--- src/rtl/fpw_pkg.sv ---
package fpw_pkg;

    localparam int XP_EXP_W  = 15;
    localparam int XP_SIG_W  = 64;
    localparam int XP_FRAC_W = XP_SIG_W - 1;
    localparam int XP_BIAS   = 16383;
    localparam int XP_W      = 1 + XP_EXP_W + XP_SIG_W;

    localparam int SP_EXP_W  = 8;
    localparam int SP_FRAC_W = 23;
    localparam int SP_BIAS   = 127;
    localparam int SP_W      = 1 + SP_EXP_W + SP_FRAC_W;

    localparam int DP_EXP_W  = 11;
    localparam int DP_FRAC_W = 52;
    localparam int DP_BIAS   = 1023;
    localparam int DP_W      = 1 + DP_EXP_W + DP_FRAC_W;

    typedef enum logic [2:0] {
        FC_ZERO,
        FC_SUB,
        FC_NORM,
        FC_INF,
        FC_NAN
    } fclass_e;

    typedef struct packed {
        logic                 sign;
        fclass_e              cls;
        logic [XP_EXP_W-1:0]  exp;
        logic [XP_FRAC_W-1:0] frac;
    } wide_fields_t;

    typedef struct packed {
        logic                sign;
        logic [XP_EXP_W-1:0] exp;
        logic [XP_SIG_W-1:0] sig;
    } xp_word_t;

    function automatic logic [XP_EXP_W-1:0] rebias(input logic [XP_EXP_W-1:0] e,
                                                   input int src_bias);
        return e + XP_EXP_W'(XP_BIAS - src_bias);
    endfunction

endpackage

--- src/rtl/fpw_unpack.sv ---
module fpw_unpack
    import fpw_pkg::*;
#(
    parameter int EXP_W  = 8,
    parameter int FRAC_W = 23,
    parameter int BIAS   = 127
) (
    input  logic [EXP_W+FRAC_W:0] raw,
    output wide_fields_t          fields
);
    localparam int W     = 1 + EXP_W + FRAC_W;
    localparam int PAD_W = XP_FRAC_W - FRAC_W;

    logic [EXP_W-1:0]  e;
    logic [FRAC_W-1:0] f;
    logic              e_max, e_zero, f_zero;

    assign e      = raw[W-2 -: EXP_W];
    assign f      = raw[FRAC_W-1:0];
    assign e_max  = &e;
    assign e_zero = ~|e;
    assign f_zero = ~|f;

    always_comb begin
        fields.sign = raw[W-1];
        fields.exp  = rebias(XP_EXP_W'(e), BIAS);
        fields.frac = {f, {PAD_W{1'b0}}};
        if (e_max)
            fields.cls = f_zero ? FC_INF : FC_NAN;
        else if (e_zero)
            fields.cls = f_zero ? FC_ZERO : FC_SUB;
        else
            fields.cls = FC_NORM;
    end

endmodule

--- src/rtl/fpw_pack.sv ---
module fpw_pack
    import fpw_pkg::*;
(
    input  wide_fields_t fields,
    output xp_word_t     word,
    output logic         denorm
);
    localparam logic [XP_EXP_W-1:0] EXP_ALL1 = '1;

    always_comb begin
        word.sign = fields.sign;
        word.exp  = '0;
        word.sig  = '0;
        denorm    = 1'b0;
        unique case (fields.cls)
            FC_NORM: begin
                word.exp = fields.exp;
                word.sig = {1'b1, fields.frac};
            end
            FC_INF: begin
                word.exp = EXP_ALL1;
                word.sig = {1'b1, {XP_FRAC_W{1'b0}}};
            end
            FC_NAN: begin
                word.exp = EXP_ALL1;
                word.sig = {2'b11, fields.frac[XP_FRAC_W-2:0]};
            end
            FC_SUB: begin
                denorm = 1'b1;
            end
            default: begin
            end
        endcase
    end

endmodule

--- src/rtl/fp_widen.sv ---
module fp_widen
    import fpw_pkg::*;
(
    input  logic            clk,
    input  logic            rst,
    input  logic            in_valid,
    output logic            in_ready,
    input  logic            in_dbl,
    input  logic [DP_W-1:0] in_bits,
    output logic            out_valid,
    output logic [XP_W-1:0] out_bits,
    output logic            out_denorm
);
    wide_fields_t sp_f, dp_f, sel_f;
    xp_word_t     word_d, word_q;
    logic         den_d, den_q, valid_q, accept;

    assign in_ready = ~rst;
    assign accept   = in_valid & in_ready;

    fpw_unpack #(.EXP_W(SP_EXP_W), .FRAC_W(SP_FRAC_W), .BIAS(SP_BIAS)) u_sp (
        .raw    (in_bits[SP_W-1:0]),
        .fields (sp_f)
    );

    fpw_unpack #(.EXP_W(DP_EXP_W), .FRAC_W(DP_FRAC_W), .BIAS(DP_BIAS)) u_dp (
        .raw    (in_bits),
        .fields (dp_f)
    );

    assign sel_f = in_dbl ? dp_f : sp_f;

    fpw_pack u_pack (
        .fields (sel_f),
        .word   (word_d),
        .denorm (den_d)
    );

    always_ff @(posedge clk) begin
        if (rst) begin
            valid_q <= 1'b0;
            word_q  <= '0;
            den_q   <= 1'b0;
        end else begin
            valid_q <= accept;
            den_q   <= accept & den_d;
            if (accept)
                word_q <= word_d;
        end
    end

    assign out_valid  = valid_q;
    assign out_bits   = word_q;
    assign out_denorm = den_q;

    p_latency_r2: assert property (@(posedge clk) disable iff (rst)
        accept |=> out_valid);
    p_idle_hold_r2: assert property (@(posedge clk) disable iff (rst)
        !accept |=> (!out_valid && !out_denorm && $stable(out_bits)));
    p_sign_kept_r3: assert property (@(posedge clk) disable iff (rst)
        accept |=> out_bits[XP_W-1] == $past(in_dbl ? in_bits[DP_W-1] : in_bits[SP_W-1]));
    p_explicit_one_r4: assert property (@(posedge clk) disable iff (rst)
        (out_valid && (|out_bits[XP_W-2 -: XP_EXP_W])) |-> out_bits[XP_SIG_W-1]);
    p_zero_sig_r6: assert property (@(posedge clk) disable iff (rst)
        (out_valid && !(|out_bits[XP_W-2 -: XP_EXP_W])) |-> out_bits[XP_SIG_W-1:0] == '0);
    p_nan_quiet_r8: assert property (@(posedge clk) disable iff (rst)
        (out_valid && (&out_bits[XP_W-2 -: XP_EXP_W]) && (|out_bits[XP_SIG_W-2:0]))
            |-> out_bits[XP_SIG_W-2]);
    p_denorm_zero_r9: assert property (@(posedge clk) disable iff (rst)
        out_denorm |-> (out_valid && out_bits[XP_W-2:0] == '0));

endmodule

--- config.mk ---
export PLATFORM = sky130hd
export DESIGN_NAME = fp_widen
export DESIGN_NICKNAME = d
export VERILOG_FILES = /design/src/rtl/fpw_pkg.sv /design/src/rtl/fpw_unpack.sv /design/src/rtl/fpw_pack.sv /design/src/rtl/fp_widen.sv
export SDC_FILE = /design/constraint.sdc
export NUM_CORES = 1
export LEC_CHECK = 0
export ABC_AREA = 1
export BUFFER_PORTS_ARGS = -buffer_cell sky130_fd_sc_hd__buf_2
export CAP_MARGIN = 30
export CORE_MARGIN = 1.5
export CORE_UTILIZATION = 52
export CTS_CLUSTER_SIZE = 28
export DETAILED_ROUTE_END_ITERATION = 7
export GPL_ROUTABILITY_DRIVEN = 0
export HOLD_SLACK_MARGIN = 0.03
export PLACE_DENSITY = 0.86
export REMOVE_ABC_BUFFERS = 1
export SKIP_CTS_REPAIR_TIMING = 1
export SLEW_MARGIN = 20
export SYNTH_ARGS = -nofsm -noshare
export SYNTH_HDL_FRONTEND = slang
export SYNTH_SLANG_ARGS = --single-unit
--- constraint.sdc ---
create_clock -name clk -period 3.2 [get_ports clk]
set_clock_uncertainty 0.1 [all_clocks]
set_input_delay 0.48 -clock clk [delete_from_list [all_inputs] [get_ports clk]]
set_output_delay 0.48 -clock clk [all_outputs]
set_load 0.02 [all_outputs]
==> results of run 1 <==
-- through the flow --
| stage | setup TNS (ns) | utilization (%) | instance area (um^2) |
|---|---|---|---|
| after floorplan | -14.43 | - | 3306 |
| after global placement | 0 | 64.37 | 4158 |
| after detailed placement | 0 | 64.37 | 4158 |
| after CTS | 0 | 66.99 | 4327 |
| after global routing | 0 | 66.99 | 4327 |
| final | 0 | 66.99 | 4327 |
-- cells in the final DEF, fill, tap and decap left out, drive strengths merged --
| master | instances |
|---|---|
| buf | 146 |
| nand2 | 116 |
| dfxtp | 68 |
| nor2 | 59 |
| nand3 | 58 |
| a21oi | 53 |
| o21ai | 36 |
| inv | 24 |
| clkbuf | 13 |
| mux2i | 11 |
| conb | 11 |
| nand4 | 6 |
| o211ai | 2 |
| clkinv | 2 |
| nor3 | 2 |
| o21bai | 1 |
| nor3b | 1 |
| nor4 | 1 |
| a31oi | 1 |
-- kinds of logic after synthesis --
kind of cell	after synthesis	synth area share, %
flops	68	38.36
compound gates	93	15.48
buf+inv	68	10.44
other cells	1	0.1057
mux	11	3.103
simple gates	243	32.51
-- final cells by class --
class,instances,area (um^2)
clock buffer,13,158.9
clock inverter,2,10.01
fill,560,2132
inverter,24,90.09
multi-input combinational,358,1862
sequential,68,1361
tap,77,96.34
timing repair buffer,146,748.2
-- worst max-delay path, cell delays in order --
cell and delay [ns]:
buf_2 0.12, nor2_1 0.15, nand4_1 0.22, nor2_4 0.21, nand2_2 0.09, nand2_1 0.10
nand2_1 0.07, nand2_2 0.12, nand2_4 0.08, nand2_4 0.27, nand2_1 0.33, o21ai_0 0.25
-- report_power, final --
part	switching [mW]	leakage, nW	total, mW	internal [mW]
Sequential	0.0163	0.555	0.895	0.879
Combinational	0.233	1.35	0.343	0.110
Clock	0.304	0.0893	0.621	0.318
-- sequential cells by signal (all words and copies together) (netlist names) --
register    flops
out_bits       66
out_denorm      1
out_valid       1
-- per-layer routing --
metal	routed length (um)	global-route usage [%]	up-vias
li1	-	-	1816
met1	4139	35.40	1703
met2	4804	46.10	192
met3	940	4.620	28
met4	271	11.73	0
met5	0	0	-
-- final timing paths --
| check | end |
|---|---|
| max reg2reg | out_bits[37]$_SDFFE_PP0P_ |
| min reg2reg | out_bits[57]$_SDFFE_PP0P_ |
| max | out_bits[40]$_SDFFE_PP0P_ |
| min | out_bits[30]$_SDFFE_PP0P_ |
==> impl_metrics.py, run 1 <==
metrics = {
    "outcome": {
        "status": "finished, violations left",
        "violations": "design-rule violations",
    },
    "global_routing": {
        "grtUsageTotal_pct": 27.63,
        "grt_first_pass_wirelength_um": 16110,
        "grt_overflow": 0,
        "grt_max_degree": 55,
        "grt_pass1_vias": 3435,
        "antenna_found_initial": 0,
    },
    "synth": {
        "synth-main-ff-cell": "dfxtp_1",
        "synthesis.instances": 484,
        "synth_cell_types": 30,
        "synth_edf_count": 0,
        "yosys_warnings": 0,
        "async_flop_share_pct": 0,
        "yosysSeqAreaShare_pct": 38.36,
        "synth_top_area_share_pct": 38.36,
        "synth-seq-cells": 68,
        "synth.most_common_cell": "nand2_1",
        "synth_top_cell_by_area": "dfxtp_1",
        "syn-cell-area_um2": 3548,
        "synth_commonest_cells": "nand2_1 (111), dfxtp_1 (68), nor2_1 (56)",
        "synth.avg_cell_area_um2": 7.331,
        "ys_top_cells_by_area": "dfxtp_1 (38%), nand2_1 (12%), nor2_1 (5.9%)",
    },
    "floorplan": {
        "die-area_um2": 7328,
        "dieHeight_um": 85.61,
        "io_pins": 151,
        "rows": 29,
        "initial_core_util_pct": 54.94,
        "core_area_um2": 6459,
        "die_x_um": 85.61,
    },
    "timing": {
        "hold_violations": 0,
        "fin_crit_ns": 2.348,
        "setup_viol": 0,
        "max_freq_mhz": 425.8,
        "whs_ns": 0.3132,
        "max-slew-margin-rel_pct": 36.48,
        "min_period_over_period_pct": 73.38,
        "report.final.slew_viol_count": 0,
        "worst_slack_ns": 0.8517,
        "tightest_slew_ns": 0.9505,
        "rsz0062_at_grt": "no",
    },
    "power": {
        "p_leak_nw": 1.996,
        "p_total_mw": 1.860,
        "peakVddDrop_mv": 0.2872,
        "power_density_nw_per_um2": 429.9,
    },
    "setup_path": {
        "required_ns": 3.36,
        "crit_fanout": 25,
        "start_kind": "primary input",
        "worstRegToRegCells": 2,
        "critPathArrivalTime_ns": 2.50,
        "critical_path_class": "primary input to flip-flop",
        "cp-end-kind": "flip-flop",
        "regToRegSetupSlack_ns": 2.41,
        "r2r-start": "out_bits[37]$_SDFFE_PP0P_",
        "crit_start": "in_bits[11]",
    },
    "place": {
        "dp.cells": 673,
        "place_ws_ns": 0.5150,
        "portBuffers": 139,
        "dp_hpwl_um": 7076,
    },
    "final_layout": {
        "layout.nets": 675,
        "diodes": 0,
        "drive_above_1_share_pct": 35.19,
        "layoutNonFillerInstCount": 688,
        "area_growth_pct": 21.93,
    },
    "cts": {
        "cts.clk_slew.worst_paths_ns": 0.07,
        "cts.sinks": 68,
        "cts_root_buf": "clkbuf_8",
        "clock_latency_ns": 0.33,
        "cts_tree": "built",
        "numCtsBuffers": 9,
        "htreeDepth": 3,
        "clock_path_buffers": 2,
    },
    "drt": {
        "num_vias": 3739,
        "firstDrtPassIters": 8,
        "viasPerCell": 5.435,
        "drtIter0Drc": 290,
        "final_antenna_net_count": 0,
        "drt-total-wl_um": 10160,
        "route.detailed.wl_per_inst_um": 14.76,
        "drc": 11,
    },
    "worst_hold_path": {
        "hp-start": "in_bits[19]",
        "min_path_cells": 3,
        "hp-class": "primary input to flip-flop",
    },
    "flow_run": {
        "max-cap-violations": 0,
    },
}
Power figures use the tool's default switching activity.
==> inputs of run 2 (changes only) <==
- ABC_AREA: 1 -> 0
- CORE_UTILIZATION: 52 -> 43
- PLACE_DENSITY: 0.86 -> 0.77
- clock period: 3.2 -> 1.97 ns (I/O delays scaled with it)
==> run 2 against run 1 <==
The flow now finishes without violations. Combinational power increased by 89%. Clock-buffer cell count decreased by 2. Final area increased by 6.5%. Hold slack worse by 0.17 ns. Clock power rose by 100%. Synthesized area down 3.1%. Register-to-register slack lost 1.3 ns.
==> impl_metrics.py, run 2 <==
metrics = {
    "synth": {
        "synth_edf_count": 0,
        "ys_top_cells_by_area": "dfxtp_1 (40%), mux2i_1 (9.0%), o21ai_0 (6.1%)",
        "synth-main-ff-cell": "dfxtp_1",
        "synth_commonest_cells": "dfxtp_1 (68), nor2_1 (42), o21ai_0 (42)",
        "synthesis.instances": 417,
        "yosysSeqAreaShare_pct": 39.59,
        "synth.most_common_cell": "dfxtp_1",
        "synth_top_cell_by_area": "dfxtp_1",
        "synth-seq-cells": 68,
        "synth.avg_cell_area_um2": 8.245,
        "synth_top_area_share_pct": 39.59,
        "yosys_warnings": 0,
        "synth_cell_types": 38,
        "async_flop_share_pct": 0,
        "syn-cell-area_um2": 3438,
    },
    "drt": {
        "viasPerCell": 5.586,
        "num_vias": 3782,
        "drc": 0,
        "route.detailed.wl_per_inst_um": 15.98,
        "firstDrtPassIters": 5,
        "drtIter0Drc": 283,
        "final_antenna_net_count": 0,
        "drt-total-wl_um": 10820,
    },
    "cts": {
        "cts.sinks": 68,
        "clock_path_buffers": 2,
        "cts_root_buf": "clkbuf_8",
        "clock_latency_ns": 0.33,
        "htreeDepth": 3,
        "cts.clk_slew.worst_paths_ns": 0.07,
        "cts_tree": "built",
        "numCtsBuffers": 9,
    },
    "outcome": {
        "status": "completed",
    },
    "place": {
        "dp_hpwl_um": 8040,
        "portBuffers": 139,
        "dp.cells": 660,
    },
    "power": {
        "power_density_nw_per_um2": 737.4,
        "p_leak_nw": 2.098,
        "peakVddDrop_mv": 0.3102,
    },
    "setup_path": {
        "cp-end-kind": "flip-flop",
        "start_kind": "primary input",
        "cpMaxStageDelayCell": "or4_4",
        "cp_top_family": "simple AND/OR/NAND/NOR gates",
        "required_ns": 2.09,
        "crit_chain": "buf_2 > or4_4 > and4bb_1 > nand4_1 > o22ai_2 > buf_12 > o21ai_0",
        "critPathArrivalTime_ns": 1.92,
        "critical_path_class": "primary input to flip-flop",
        "crit_buf_inv": 2,
        "crit_fanout": 29,
        "cp_slowest_stage_delay_ns": 0.54,
    },
    "floorplan": {
        "die_x_um": 92.42,
        "initial_core_util_pct": 44.49,
        "rows": 32,
        "io_pins": 151,
        "dieHeight_um": 92.42,
        "die-area_um2": 8541,
        "core_area_um2": 7727,
    },
    "global_routing": {
        "grt_pass1_vias": 3361,
        "grt_first_pass_wirelength_um": 16730,
        "antenna_found_initial": 1,
        "grtUsageTotal_pct": 24.75,
        "grt_max_degree": 55,
        "grt_overflow": 0,
    },
    "timing": {
        "report.final.slew_viol_count": 0,
        "hold_violations": 0,
        "max_freq_mhz": 553.6,
        "finalSetupTns_ns": 0,
        "min_period_over_period_pct": 91.69,
        "fin_crit_ns": 1.806,
        "setup_viol": 0,
        "rsz0062_at_grt": "no",
        "whs_ns": 0.1450,
    },
    "final_layout": {
        "multi_input_area_um2": 1841,
        "layoutNonFillerInstCount": 677,
        "area_growth_pct": 34.02,
        "seq_area_um2": 1361,
        "largest_reg_flops": 66,
        "drive_above_1_share_pct": 37.63,
        "layout.nets": 637,
        "mostFrequentLayoutCell": "buf_2",
        "mostFrequentLayoutCells": "buf_2 (139), dfxtp_1 (68), o21ai_0 (42)",
        "fillCellCount": 686,
    },
    "flow_run": {
        "max-cap-violations": 0,
    },
    "worst_hold_path": {
        "hp-class": "primary input to flip-flop",
    },
}
## run 2: changes by cell type after synthesis, moves of 14 or more
cell	change
a21oi_2	-19
a32oi_1	+22
mux2i_1	+20
nand3_2	-20
nor2_1	-14
nand2_1	-77
a211oi_1	+14
inv_1	-17
o21ai_0	+17
## run 2: worst register-to-register path, stage by stage, from the launching register on
cell	delay (ns)
dfxtp_1	0.39
nor2_1	0.08
a211oi_1	0.23
## run 2: layout make-up
| cell class | count | share of cell area [%] |
|---|---|---|
| clock buffer | 11 | 3.068 |
| sequential | 68 | 29.54 |
| multi-input combinational | 306 | 39.94 |
| antenna | 1 | 0.05430 |
| tap | 102 | 2.769 |
| inverter | 3 | 0.2444 |
| timing repair buffer | 181 | 22.75 |
| clock inverter | 5 | 1.629 |
## run 2: layer usage
layer	part of all wire (%)	wire, um	vias to the layer above	global-route usage [%]
met2	47	5116	179	39.15
met3	7.0	755	33	4.762
met5	0	0	-	0
met1	42	4588	1754	31.82
met4	3.3	359	0	12.95
li1	-	-	1816	-
## run 2: path summary, 6_finish.rpt
check,startpoint,endpoint,slack (ns),depth (start not counted)
min,in_bits[19],out_bits[30]$_SDFFE_PP0P_,0.15,3
min reg2reg,out_bits[14]$_SDFFE_PP0P_,out_bits[14]$_SDFFE_PP0P_,0.36,2
max,in_bits[23],out_bits[22]$_SDFFE_PP0P_,0.16,7
max reg2reg,out_bits[77]$_SDFFE_PP0P_,out_bits[77]$_SDFFE_PP0P_,1.09,2
## run 2: logic make-up (layout without fill, tap and decap cells)
family / Yosys count / count (layout) / synth area share (%)
buf+inv: 53 / 200 / 8.260
flops: 68 / 68 / 39.59
compound gates: 117 / 117 / 22.23
simple gates: 146 / 146 / 20.45
other cells: 1 / 12 / 0.1091
mux: 32 / 32 / 9.352
## run 2: metrics by stage
stage | setup WS, ns | power, mW | utilization, % | cell area [um^2]
floorplan | -0.4405 | 1.819 | - | 3203
global route | 0.08027 | 3.514 | 59.63 | 4608
CTS | 0.1747 | 3.402 | 59.60 | 4606
detailed placement | -0.1793 | 2.158 | 56.80 | 4389
finish | 0.1638 | 3.398 | 59.63 | 4608
global placement | -0.1181 | 2.146 | 56.80 | 4389
## run 2: report_power, final
group / internal, mW / switching, mW / leakage [nW]
combinational: 0.254 / 0.394 / 1.43
clock: 0.742 / 0.520 / 0.113
sequential: 1.45 / 0.0407 / 0.558
